`src/rtl/eeld_pkg.sv`:
```
package eeld_pkg;
  localparam int EE_AW = 6;
  localparam int EE_DW = 16;
  localparam int MAC_WORDS = 3;
  // word indices of mapped fields
  localparam int W_SVID  = 3;
  localparam int W_SSID  = 4;
  localparam int W_TMR   = 5;
  localparam int W_MED   = 6;
  localparam int W_MAC0  = 7;
  localparam int W_CFG01 = 10;
  localparam int W_PMC   = 11;
  localparam int W_PMCS  = 12;
  localparam logic [2:0] RD_HDR = 3'b110; // start bit + read opcode
endpackage

```
`src/rtl/eeld_skgen.sv`:
```
module eeld_skgen #(
  parameter int HALF = 2
) (
  input  logic clk_i,
  input  logic rst_ni,
  output logic sk_o,
  output logic rise_o,
  output logic fall_o
);
  localparam int CW = (HALF > 1) ? $clog2(HALF) : 1;

  logic          sk_q;
  logic          wrap;
  logic [CW-1:0] cnt_q;

  generate
    if (HALF > 1) begin : g_div
      always_ff @(posedge clk_i or negedge rst_ni) begin
        if (!rst_ni)   cnt_q <= '0;
        else if (wrap) cnt_q <= '0;
        else           cnt_q <= cnt_q + 1'b1;
      end
      assign wrap = (cnt_q == CW'(HALF - 1));
    end else begin : g_nodiv
      assign cnt_q = '0;
      assign wrap  = 1'b1;
    end
  endgenerate

  always_ff @(posedge clk_i or negedge rst_ni) begin
    if (!rst_ni)   sk_q <= 1'b0;
    else if (wrap) sk_q <= ~sk_q;
  end

  assign sk_o   = sk_q;
  assign rise_o = wrap & ~sk_q;
  assign fall_o = wrap & sk_q;

  AST_SK_EDGE: assert property (@(posedge clk_i) disable iff (!rst_ni)
    (rise_o | fall_o) |=> (sk_o != $past(sk_o))) else $error("sk edge");
endmodule

```
`src/rtl/eeld_mw_rd.sv`:
```
module eeld_mw_rd
  import eeld_pkg::*;
#(
  parameter int AW = EE_AW,
  parameter int DW = EE_DW
) (
  input  logic          clk_i,
  input  logic          rst_ni,
  input  logic          sk_rise_i,
  input  logic          sk_fall_i,
  input  logic          req_i,
  input  logic [AW-1:0] addr_i,
  input  logic          do_i,
  output logic          cs_o,
  output logic          di_o,
  output logic          vld_o,
  output logic [DW-1:0] data_o
);
  localparam int HDR = 3 + AW;
  localparam int TOT = HDR + 1 + DW;
  localparam int KW  = $clog2(TOT);

  logic           pend_q, act_q, cs_q, di_q, vld_q;
  logic [HDR-1:0] hdr_q;
  logic [KW-1:0]  k_q;
  logic [DW-1:0]  rx_q;

  always_ff @(posedge clk_i or negedge rst_ni) begin
    if (!rst_ni) begin
      pend_q <= 1'b0;
      act_q  <= 1'b0;
      cs_q   <= 1'b0;
      di_q   <= 1'b0;
      vld_q  <= 1'b0;
      hdr_q  <= '0;
      k_q    <= '0;
      rx_q   <= '0;
    end else begin
      vld_q <= 1'b0;
      if (req_i && !pend_q && !act_q) begin
        pend_q <= 1'b1;
        hdr_q  <= {RD_HDR, addr_i};
      end
      if (sk_fall_i) begin
        if (pend_q) begin
          pend_q <= 1'b0;
          act_q  <= 1'b1;
          cs_q   <= 1'b1;
          k_q    <= '0;
          di_q   <= hdr_q[HDR-1];
          hdr_q  <= hdr_q << 1;
        end else if (act_q) begin
          if (k_q == KW'(TOT - 1)) begin
            act_q <= 1'b0;
            cs_q  <= 1'b0;
            di_q  <= 1'b0;
            vld_q <= 1'b1;
          end else begin
            k_q   <= k_q + 1'b1;
            di_q  <= hdr_q[HDR-1];
            hdr_q <= hdr_q << 1;
          end
        end
      end
      // dummy bit shifts through and falls off the top
      if (sk_rise_i && act_q && (k_q >= KW'(HDR)))
        rx_q <= {rx_q[DW-2:0], do_i};
    end
  end

  assign cs_o   = cs_q;
  assign di_o   = di_q;
  assign vld_o  = vld_q;
  assign data_o = rx_q;

  AST_DI_ON_FALL: assert property (@(posedge clk_i) disable iff (!rst_ni)
    (di_o != $past(di_o)) |-> $past(sk_fall_i)) else $error("di timing");
  AST_REQ_CS_LOW: assert property (@(posedge clk_i) disable iff (!rst_ni)
    req_i |-> (!cs_o && !pend_q)) else $error("req while framing");
  AST_CS_END_VLD: assert property (@(posedge clk_i) disable iff (!rst_ni)
    $fell(cs_o) |-> vld_o) else $error("cs drop");
endmodule

```
`src/rtl/eeld_seq.sv`:
```
module eeld_seq
  import eeld_pkg::*;
#(
  parameter int          NUM_WORDS = 25,
  parameter logic [15:0] SIG       = 16'h8129
) (
  input  logic             clk_i,
  input  logic             rst_ni,
  input  logic             start_i,
  input  logic             vld_i,
  input  logic [EE_DW-1:0] data_i,
  output logic             rd_req_o,
  output logic [EE_AW-1:0] addr_o,
  output logic             we_o,
  output logic             busy_o,
  output logic             done_o,
  output logic             sig_err_o
);
  localparam logic [EE_AW-1:0] LAST = EE_AW'(NUM_WORDS - 1);

  logic             boot_q, busy_q, done_q, err_q, req_q;
  logic [EE_AW-1:0] addr_q;
  logic             bad, last;

  assign last = (addr_q == LAST);
  assign bad  = (addr_q == '0) && (data_i != SIG);

  always_ff @(posedge clk_i or negedge rst_ni) begin
    if (!rst_ni) begin
      boot_q <= 1'b1;
      busy_q <= 1'b0;
      done_q <= 1'b0;
      err_q  <= 1'b0;
      req_q  <= 1'b0;
      addr_q <= '0;
    end else begin
      done_q <= 1'b0;
      req_q  <= 1'b0;
      if (!busy_q) begin
        if (boot_q || start_i) begin
          boot_q <= 1'b0;
          busy_q <= 1'b1;
          err_q  <= 1'b0;
          addr_q <= '0;
          req_q  <= 1'b1;
        end
      end else if (vld_i) begin
        if (bad) begin
          err_q  <= 1'b1;
          busy_q <= 1'b0;
          done_q <= 1'b1;
        end else if (last) begin
          busy_q <= 1'b0;
          done_q <= 1'b1;
        end else begin
          addr_q <= addr_q + 1'b1;
          req_q  <= 1'b1;
        end
      end
    end
  end

  assign rd_req_o  = req_q;
  assign addr_o    = addr_q;
  assign we_o      = busy_q && vld_i && !bad && (addr_q != '0);
  assign busy_o    = busy_q;
  assign done_o    = done_q;
  assign sig_err_o = err_q;

  AST_DONE_PULSE: assert property (@(posedge clk_i) disable iff (!rst_ni)
    done_o |=> !done_o) else $error("done width");
  AST_DONE_IDLE: assert property (@(posedge clk_i) disable iff (!rst_ni)
    done_o |-> !busy_o) else $error("done while busy");
  AST_ADDR_MAX: assert property (@(posedge clk_i) disable iff (!rst_ni)
    addr_q <= LAST) else $error("addr range");
  AST_ADDR_STEP: assert property (@(posedge clk_i) disable iff (!rst_ni)
    (busy_o && $past(busy_o) && (addr_q != $past(addr_q))) |-> (addr_q == $past(addr_q) + 1'b1))
    else $error("addr step");
  AST_ERR_WORD0: assert property (@(posedge clk_i) disable iff (!rst_ni)
    $rose(sig_err_o) |-> (!busy_o && $past(addr_q) == '0)) else $error("err word");
endmodule

```
`src/rtl/eeld_regs.sv`:
```
module eeld_regs
  import eeld_pkg::*;
(
  input  logic                   clk_i,
  input  logic                   rst_ni,
  input  logic                   we_i,
  input  logic [EE_AW-1:0]       wa_i,
  input  logic [EE_DW-1:0]       wd_i,
  output logic [15:0]            sub_ven_o,
  output logic [15:0]            sub_id_o,
  output logic [7:0]             min_gnt_o,
  output logic [7:0]             max_lat_o,
  output logic [7:0]             media_o,
  output logic [15:0]            bmcr_o,
  output logic                   anar_pause_o,
  output logic [7:0]             cfg3_o,
  output logic [16*MAC_WORDS-1:0] mac_o,
  output logic [7:0]             cfg0_o,
  output logic [7:0]             cfg1_o,
  output logic [7:0]             cfg4_o,
  output logic [15:0]            pm_cap_o,
  output logic [7:0]             pm_csr_o
);
  logic [15:0] sv_q, sid_q, tmr_q, c01_q, pmc_q, pmcs_q;
  logic [7:0]  cfg3_q;
  logic [1:0]  med_q;
  logic [2:0]  bm_q;
  logic        pause_q;
  logic [16*MAC_WORDS-1:0] mac_q;
  logic [MAC_WORDS-1:0]    mac_hit;

  function automatic logic hit(input logic [EE_AW-1:0] a, input int n);
    return a == EE_AW'(n);
  endfunction

  generate
    for (genvar g = 0; g < MAC_WORDS; g++) begin : g_mac
      assign mac_hit[g] = we_i && hit(wa_i, W_MAC0 + g);
    end
  endgenerate

  always_ff @(posedge clk_i or negedge rst_ni) begin
    if (!rst_ni) begin
      sv_q    <= '0;
      sid_q   <= '0;
      tmr_q   <= '0;
      c01_q   <= '0;
      pmc_q   <= '0;
      pmcs_q  <= '0;
      cfg3_q  <= '0;
      med_q   <= '0;
      bm_q    <= '0;
      pause_q <= 1'b1;
      mac_q   <= '0;
    end else begin
      if (we_i && hit(wa_i, W_SVID))  sv_q   <= wd_i;
      if (we_i && hit(wa_i, W_SSID))  sid_q  <= wd_i;
      if (we_i && hit(wa_i, W_TMR))   tmr_q  <= wd_i;
      if (we_i && hit(wa_i, W_CFG01)) c01_q  <= wd_i;
      if (we_i && hit(wa_i, W_PMC))   pmc_q  <= wd_i;
      if (we_i && hit(wa_i, W_PMCS))  pmcs_q <= wd_i;
      if (we_i && hit(wa_i, W_MED)) begin
        med_q   <= wd_i[7:6];
        bm_q    <= {wd_i[5], wd_i[4], wd_i[0]};
        pause_q <= ~wd_i[1];   // 0 in EEPROM = advertise pause
        cfg3_q  <= wd_i[15:8];
      end
      for (int g = 0; g < MAC_WORDS; g++)
        if (mac_hit[g]) mac_q[16*g +: 16] <= wd_i;
    end
  end

  assign sub_ven_o    = sv_q;
  assign sub_id_o     = sid_q;
  assign min_gnt_o    = tmr_q[7:0];
  assign max_lat_o    = tmr_q[15:8];
  assign media_o      = {med_q, 6'b0};
  assign bmcr_o       = {2'b00, bm_q[2], bm_q[1], 3'b000, bm_q[0], 8'h00};
  assign anar_pause_o = pause_q;
  assign cfg3_o       = cfg3_q;
  assign mac_o        = mac_q;
  assign cfg0_o       = c01_q[7:0];
  assign cfg1_o       = c01_q[15:8];
  assign pm_cap_o     = pmc_q;
  assign pm_csr_o     = pmcs_q[7:0];
  assign cfg4_o       = pmcs_q[15:8];

  AST_PAUSE_INV: assert property (@(posedge clk_i) disable iff (!rst_ni)
    $past(we_i && hit(wa_i, W_MED)) |-> (anar_pause_o == !$past(wd_i[1]))) else $error("pause");
  AST_MEDIA_MAP: assert property (@(posedge clk_i) disable iff (!rst_ni)
    $past(we_i && hit(wa_i, W_MED)) |-> (media_o[7:6] == $past(wd_i[7:6]) && bmcr_o[8] == $past(wd_i[0])))
    else $error("media");
  AST_UNMAPPED_QUIET: assert property (@(posedge clk_i) disable iff (!rst_ni)
    (we_i && (wa_i < EE_AW'(W_SVID) || wa_i > EE_AW'(W_PMCS)))
      |=> ($stable(mac_o) && $stable(sub_ven_o) && $stable(pm_cap_o) && $stable(bmcr_o)))
    else $error("unmapped write");
endmodule

```
`src/rtl/eeprom_autoload.sv`:
```
module eeprom_autoload
  import eeld_pkg::*;
#(
  parameter int          SK_HALF   = 2,
  parameter int          NUM_WORDS = 25,
  parameter logic [15:0] SIG_WORD  = 16'h8129,
  parameter logic [15:0] VEN_ID    = 16'h10EC,
  parameter logic [15:0] DEV_ID    = 16'h8139
) (
  input  logic        clk_i,
  input  logic        rst_ni,
  input  logic        load_req_i,
  output logic        ee_cs_o,
  output logic        ee_sk_o,
  output logic        ee_di_o,
  input  logic        ee_do_i,
  output logic        busy_o,
  output logic        done_o,
  output logic        sig_err_o,
  output logic [15:0] ven_id_o,
  output logic [15:0] dev_id_o,
  output logic [15:0] sub_ven_o,
  output logic [15:0] sub_id_o,
  output logic [7:0]  min_gnt_o,
  output logic [7:0]  max_lat_o,
  output logic [7:0]  media_o,
  output logic [15:0] bmcr_o,
  output logic        anar_pause_o,
  output logic [7:0]  cfg3_o,
  output logic [47:0] mac_o,
  output logic [7:0]  cfg0_o,
  output logic [7:0]  cfg1_o,
  output logic [7:0]  cfg4_o,
  output logic [15:0] pm_cap_o,
  output logic [7:0]  pm_csr_o
);
  logic             sk_rise, sk_fall;
  logic             rd_req, rd_vld, we;
  logic [EE_AW-1:0] rd_addr;
  logic [EE_DW-1:0] rd_data;

  eeld_skgen #(.HALF(SK_HALF)) u_sk (
    .clk_i, .rst_ni, .sk_o(ee_sk_o), .rise_o(sk_rise), .fall_o(sk_fall)
  );

  eeld_mw_rd #(.AW(EE_AW), .DW(EE_DW)) u_rd (
    .clk_i, .rst_ni,
    .sk_rise_i(sk_rise), .sk_fall_i(sk_fall),
    .req_i(rd_req), .addr_i(rd_addr), .do_i(ee_do_i),
    .cs_o(ee_cs_o), .di_o(ee_di_o), .vld_o(rd_vld), .data_o(rd_data)
  );

  eeld_seq #(.NUM_WORDS(NUM_WORDS), .SIG(SIG_WORD)) u_seq (
    .clk_i, .rst_ni, .start_i(load_req_i),
    .vld_i(rd_vld), .data_i(rd_data),
    .rd_req_o(rd_req), .addr_o(rd_addr), .we_o(we),
    .busy_o, .done_o, .sig_err_o
  );

  eeld_regs u_regs (
    .clk_i, .rst_ni, .we_i(we), .wa_i(rd_addr), .wd_i(rd_data),
    .sub_ven_o, .sub_id_o, .min_gnt_o, .max_lat_o, .media_o, .bmcr_o,
    .anar_pause_o, .cfg3_o, .mac_o, .cfg0_o, .cfg1_o, .cfg4_o,
    .pm_cap_o, .pm_csr_o
  );

  assign ven_id_o = VEN_ID;
  assign dev_id_o = DEV_ID;

  AST_CS_IDLE: assert property (@(posedge clk_i) disable iff (!rst_ni)
    !busy_o |-> !ee_cs_o) else $error("cs while idle");
  AST_SIGERR_HOLD: assert property (@(posedge clk_i) disable iff (!rst_ni)
    $rose(sig_err_o) |-> ($stable(mac_o) && $stable(sub_ven_o) && $stable(cfg3_o) && $stable(anar_pause_o)))
    else $error("regs moved on bad sig");
  AST_REQ_BUSY_IGN: assert property (@(posedge clk_i) disable iff (!rst_ni)
    (busy_o && load_req_i && !done_o) |=> $stable(rd_addr) || (rd_addr == $past(rd_addr) + 1'b1))
    else $error("restart while busy");
endmodule

```
`config.mk`:
```
export PLATFORM = sky130hd
export DESIGN_NAME = eeprom_autoload
export DESIGN_NICKNAME = d
export VERILOG_FILES = /design/src/rtl/eeld_pkg.sv /design/src/rtl/eeld_skgen.sv /design/src/rtl/eeld_mw_rd.sv /design/src/rtl/eeld_seq.sv /design/src/rtl/eeld_regs.sv /design/src/rtl/eeprom_autoload.sv
export SDC_FILE = /design/constraint.sdc
export NUM_CORES = 1
export LEC_CHECK = 0
export ABC_AREA = 0
export BUFFER_PORTS_ARGS = -buffer_cell sky130_fd_sc_hd__buf_2
export CAP_MARGIN = 30
export CORE_MARGIN = 2
export CORE_UTILIZATION = 37
export DETAILED_ROUTE_END_ITERATION = 16
export MAX_ROUTING_LAYER = met4
export PLACE_DENSITY = 0.69
export REMOVE_ABC_BUFFERS = 1
export SKIP_LAST_GASP = 1
export SLEW_MARGIN = 20
export SYNTH_ARGS = -nofsm -noshare
export SYNTH_HDL_FRONTEND = slang
export SYNTH_HIERARCHICAL = 1
export SYNTH_SLANG_ARGS = --single-unit
export TNS_END_PERCENT = 50
```
`constraint.sdc`:
```
create_clock -name clk_i -period 2.5 [get_ports clk_i]
set_clock_uncertainty 0.1 [all_clocks]
set_input_delay 0.375 -clock clk_i [delete_from_list [all_inputs] [get_ports clk_i]]
set_output_delay 0.375 -clock clk_i [all_outputs]
set_load 0.1 [all_outputs]
```
==> impl_metrics.toml, run 1 <==
[outcome]
status = "complete, no violations"

[power_and_ir_drop]
power.internal_uw = 5550
irDropWorstVdd_v = 0.000392
p_switching_uw = 1820
p_clk_frac = 0.479
p_seq_frac = 0.454
powerDensity_nw_per_um2 = 671
total_power_uw = 7370
power.share.switching = 0.247
p_leak_uw = 0.00611
p_comb_frac = 0.067

[global_routing]
antenna_found_initial = 0
grt_pass1_wl_um = 31900
grt_use_met2 = 0.268
track_usage = 0.171
overflow = 0
use_met3 = 0.0340
busiest_layer = "met2"
grt_max_degree = 75
grtUsageMet1 = 0.230
grt_pass1_vias = 5357

[synth]
yosys_warnings = 6
yosys.area.top_type_share = 0.577
synth_area_leaders = "dfrtp_1, mux2_2, mux2_4, buf_4, mux2_1"
avgSynthCellArea_um2 = 14.8
ys_seq_elements = 206
yosys.cell_types.count = 60
ys_seq_area_frac = 0.583
synth_area_leader_cell = "dfrtp_1"
syn_area_um2 = 8840
synthCells = 597

[clocking]
clock_latency_ps = 520
cts_setup_buffers = 0
clk_pin_slew_worst_paths_ps = 60
cts_buffers = 24
cts_tree = "yes"
cts_buffer_depth = 3
clkSinkCount = 206
cts_root_buffer = "clkbuf_16"
cts_max_level = 1

[critical_path]
crit_path_max_fanout = 11
rrSetupSlack_ps = 100
crit_path_end_kind = "flop"
path_class = "reg -> reg"
cp.arrival_ps = 2680
r2r-end = "u_regs/cfg3_o[6]$_DFFE_PN0P_"
r2r_cells = 9
r2r_start = "u_seq/addr_o[1]$_DFFE_PN0P_"
crit_required_ps = 2780
critPathLaunchType = "flop"

[floorplanning]
start_util = 0.377
die_h_um = 159
core-area_um2 = 23500
ioPinCount = 219
rows = 56
dieArea_um2 = 25200
die_w_um = 159

[place]
place_congestion = 0.860
dp.cells = 1091
io_buffers = 167
post-dp-hpwl_um = 14300

[route]
avgRoutedWirePerCell_um = 18.4
viasPerCell = 4.73
routed_wl_um = 20900
drt_drc_violations_left = 0
drtAntennaViolNets = 0
num_vias = 5377
drt_iter0_drc = 237
dr.pass1.iters = 4

[cells_and_area]
fillers = 2125
syn_to_final_growth_pct = 24.2
antennaDiodeCount = 0
stdcell_count = 1137
drive_gt1_frac = 0.551
nets = 808

[worst_hold_path]
hp-start = "load_req_i"
min_to = "u_seq/busy_o$_DFF_PN0_"
worstHoldPathType = "in -> reg"
hold_path_depth = 3

[run]
maxCapViolCount = 0

[timing]
finalHoldViolations = 0
setup_viol = 0
worstMarginPinSlew_ps = 651
clock.fmax_mhz = 417
max-slew-margin-rel = 0.566
fin_crit_ps = 2400
drv_slew = 0
period_share = 0.960
rsz0062_at_grt = "false"
==> synth_stat cells, drive strengths merged <==
master / instances
nand3: 7
buf: 85
o21ai: 7
o41a: 1
nor2: 10
and4bb: 3
dfstp: 2
ha: 4
and2b: 1
a2111oi: 1
and2: 6
and3b: 2
dfrtp: 204
a211oi: 3
a211o: 4
nand4: 4
o211ai: 1
or3b: 1
nor4: 2
clkbuf: 2
o21bai: 1
and3: 2
a31oi: 3
xor2: 1
and4: 1
a21oi: 4
nand2b: 1
nor3b: 3
mux2: 187
a22o: 1
a21o: 2
nor4b: 4
mux2i: 2
nand2: 11
nor3: 3
a221o: 1
o31ai: 4
nor2b: 1
inv: 11
conb: 3
nand3b: 1
==> routing by layer <==
| metal | up-vias | part of all wire |
|---|---|---|
| li1 | 2414 | - |
| met3 | 31 | 0.060 |
| met4 | 0 | 0.019 |
| met5 | - | 0 |
| met2 | 178 | 0.47 |
| met1 | 2754 | 0.45 |
==> worst max path at each step <==
stage | endpoint | cells past startpoint | slack (ps) | startpoint
5_1_grt | u_regs/cfg3_o[6]$_DFFE_PN0P_ | 9 | 20 | u_seq/addr_o[1]$_DFFE_PN0P_
4_1_cts | u_regs/tmr_q[13]$_DFFE_PN0P_ | 9 | 90 | u_seq/addr_o[1]$_DFFE_PN0P_
3_5_place_dp | u_regs/tmr_q[1]$_DFFE_PN0P_ | 9 | 110 | u_seq/addr_o[0]$_DFFE_PN0P_
6_report | u_regs/cfg3_o[6]$_DFFE_PN0P_ | 9 | 100 | u_seq/addr_o[1]$_DFFE_PN0P_
3_3_place_gp | u_regs/mac_o[3]$_DFFE_PN0P_ | 9 | 160 | u_seq/addr_o[0]$_DFFE_PN0P_
2_1_floorplan | u_regs/pmcs_q[0]$_DFFE_PN0P_ | 4 | -200 | u_seq/busy_o$_DFF_PN0_
==> kinds of logic (layout without fill, tap and decap cells) <==
logic type | after synthesis | after routing | synth area share
other | 3 | 51 | 0.00127
AO/OA/AOI/OAI | 33 | 33 | 0.0277
XOR/XNOR | 1 | 1 | 0.000991
multiplexers | 189 | 189 | 0.253
flip-flops | 206 | 206 | 0.583
buffers and inverters | 98 | 271 | 0.0741
AND/OR/NAND/NOR | 63 | 63 | 0.0539
adder cells (fa/ha/maj) | 4 | 4 | 0.00566
==> state kept, by name, summed over array words and instances, names as in the netlist, 2 cells and up <==
signal,cells
u_regs/sub_ven_o,16
u_regs/mac_o,48
u_rd/k_q,5
u_regs/med_q,2
u_regs/cfg3_o,8
u_rd/hdr_q,9
u_regs/c01_q,16
u_regs/pmcs_q,16
u_regs/pm_cap_o,16
u_regs/tmr_q,16
u_regs/bm_q,3
u_rd/data_o,16
u_seq/addr_o,6
u_regs/sub_id_o,16
==> power by group through the flow <==
stage	clock network, µW	registers (µW)	logic (µW)
finish	3530	3350	496
global route	3750	3350	524
CTS	3610	3350	500
detailed placement	0	3410	497
global placement	0	3410	496
floorplan	0	3430	361
==> what timing repair did <==
item | in CTS | in global routing
endpoints found under the hold margin | 68 | 0
hold buffers | 2 | 0
resized for setup | 0 | 1
endpoints found under the setup margin | 0 | 2
==> metrics by stage <==
stage	setup slack (ps)	instance area (µm²)	setup TNS, ps	util	hold WS (ps)
2_1_floorplan	-201	8410	-15250	-	-20.6
6_report	101	11000	0	0.468	28.4
5_1_grt	17.1	11000	0	0.468	52.0
3_3_place_gp	159	10100	0	0.432	348
3_5_place_dp	109	10100	0	0.432	353
4_1_cts	86.2	11000	0	0.468	15.2
==> worst max-delay path, stage by stage (launching register included) <==
cell	delay, ps
dfrtp_1	370
inv_1	60
ha_1	120
or3b_4	390
nor3_4	190
nor2_1	110
and3b_1	250
nand2_1	160
buf_12	170
mux2_2	340
==> layout by cell type (no fill, tap or decap), types with 11 or more instances in the layout <==
cell       instances
mux2_1            12
mux2_4            30
inv_1             11
clkbuf_16         24
buf_4             35
mux2_2           145
buf_12            11
conb_1            51
dfrtp_1          204
buf_2            166
==> final cells by class <==
class | count | area (µm²) | area share
clock buffers | 36 | 706 | 0.0643
inverters | 11 | 41.3 | 0.00376
repair buffers | 216 | 1360 | 0.124
clock inverters | 8 | 108 | 0.00980
flip-flops and latches | 206 | 5160 | 0.470
multi-input cells | 341 | 3210 | 0.292
well taps | 319 | 399 | 0.0363
Note: power is estimated with default switching activity, not from simulation.
==> run 2: changes to the inputs <==
CORE_UTILIZATION = 25   (was 37)
PLACE_DENSITY = 0.53   (was 0.69)
==> run 2 against run 1 <==
Against the previous run:
- combinational power up 1%
- total power up 0.44%
- sequential cell count unchanged
- critical path depth unchanged
- via count down 0.61%
- critical path type unchanged
==> impl_metrics.toml, run 2 (same netlist as run 1, synthesis figures left out) <==
[floorplanning]
start_util = 0.255
die_h_um = 192
ioPinCount = 219
core-area_um2 = 34700
rows = 68
dieArea_um2 = 36900
die_w_um = 192

[timing]
max-slew-margin-rel = 0.597
setup_viol = 0
finalHoldViolations = 0
period_share = 0.935
drv_slew = 0
worst_slack_ps = 163
clock.fmax_mhz = 428
rsz0062_at_grt = "false"
fin_crit_ps = 2340
setup_tns_ps = 0
worstMarginPinSlew_ps = 605

[cells_and_area]
final_common_cell = "dfrtp_1"
multi_input_area_um2 = 3210
fillers = 3531
final_cell_mix = "dfrtp_1, buf_2, mux2_2, conb_1, buf_4"
stdcell_count = 1282
final_core_util = 0.325
nets = 817
largest_register_ff_count = 48
drive_gt1_frac = 0.561
syn_to_final_growth_pct = 27.4
final_cell_area_um2 = 11300
seqCellArea_um2 = 5160
antennaDiodeCount = 0

[global_routing]
antenna_found_initial = 0
grt_pass1_vias = 5424
track_usage = 0.128
grt_max_degree = 71
grt_pass1_wl_um = 34800
overflow = 0

[clocking]
clkSinkCount = 206
cts_buffer_depth = 3
cts_buffers = 25
clock_latency_ps = 540
clk_pin_slew_worst_paths_ps = 60
cts_tree = "yes"
cts_root_buffer = "clkbuf_16"
cts_setup_buffers = 0
cts_max_level = 1

[route]
routed_wl_um = 23100
avgRoutedWirePerCell_um = 18.0
drt_drc_violations_left = 0
num_vias = 5344
viasPerCell = 4.17
drtAntennaViolNets = 0
drt_iter0_drc = 269
dr.pass1.iters = 4

[outcome]
status = "complete, no violations"

[power_and_ir_drop]
power.internal_uw = 5470
p_seq_frac = 0.452
p_comb_frac = 0.068
power.share.switching = 0.261
irDropWorstVdd_v = 0.000462
p_clk_frac = 0.480
powerDensity_nw_per_um2 = 657
p_switching_uw = 1930
p_leak_uw = 0.00619

[critical_path]
cp.arrival_ps = 2640
crit_path_end_kind = "flop"
crit_path_max_fanout = 10
path_class = "reg -> reg"
crit_required_ps = 2800
critPathLaunchType = "flop"

[place]
dp.cells = 1234
io_buffers = 167
place_congestion = 0.775
post-dp-hpwl_um = 16100
place_ws_ps = 98.6
place_area_um2 = 10400

[worst_hold_path]
worstHoldPathType = "in -> async"

[run]
maxCapViolCount = 0
-- run 2: cell types whose count changed in the layout (fill, tap and decap cells not counted), moves of 3 or more --
cell	before	now
clkbuf_1	6	2
clkbuf_8	7	1
clkinv_2	3	12
buf_12	11	16
buf_4	35	38
-- run 2: repair_timing --
action / 4_1_cts / 5_1_grt
resized for setup: 0 / 1
hold buffers: 3 / 0
endpoints found under the setup margin: 0 / 2
hold endpoints to repair: 66 / 0
-- run 2: worst max-delay path, stage by stage, from the launching register on --
cell and delay (ps):
dfrtp_1 380, inv_1 60, ha_1 120, or3b_4 390, nor3_4 130, nor2_1 90
and3b_1 260, nand3_2 180, buf_12 180, mux2_2 340
-- run 2: routing by layer --
| layer | routed length [µm] | track usage | up-vias |
|---|---|---|---|
| li1 | - | - | 2432 |
| met1 | 10600 | 0.171 | 2741 |
| met2 | 10800 | 0.200 | 144 |
| met3 | 1450 | 0.0285 | 27 |
| met4 | 303 | 0.0255 | 0 |
| met5 | 0 | - | - |
-- run 2: final timing paths --
path	cells past startpoint	from	slack, ps	end
setup reg to reg	9	u_seq/addr_o[1]$_DFFE_PN0P_	160	u_regs/tmr_q[9]$_DFFE_PN0P_
hold / removal	2	rst_ni	310	u_regs/sub_ven_o[1]$_DFFE_PN0P_
min in group clk_i	2	u_regs/anar_pause_o$_DFFE_PN1P_	370	u_regs/anar_pause_o$_DFFE_PN1P_
max in group asynchronous	3	rst_ni	1170	u_regs/mac_o[44]$_DFFE_PN0P_
hold reg to reg	2	u_regs/anar_pause_o$_DFFE_PN1P_	370	u_regs/anar_pause_o$_DFFE_PN1P_
setup / recovery	9	u_seq/addr_o[1]$_DFFE_PN0P_	160	u_regs/tmr_q[9]$_DFFE_PN0P_
-- run 2: stage by stage --
stage,hold slack (ps),power (µW)
floorplan,-20.6,3790
global placement,311,3910
detailed placement,310,3910
CTS,326,7550
global route,325,7720
finish,310,7400
-- run 2: power groups by stage --
| stage | Clock [µW] | Sequential [µW] | Combinational (µW) |
|---|---|---|---|
| finish | 3560 | 3350 | 501 |
| global route | 3840 | 3340 | 531 |
| CTS | 3690 | 3350 | 507 |
| detailed placement | 0 | 3410 | 503 |
| global placement | 0 | 3410 | 504 |
| floorplan | 0 | 3430 | 361 |
-- run 2: cell type report --
class	instances	share of cell area
clock inverter	17	0.0141
multi-input combinational	341	0.285
tap	455	0.0505
inverter	11	0.00366
timing repair buffer	224	0.131
sequential	206	0.458
clock buffer	28	0.0574
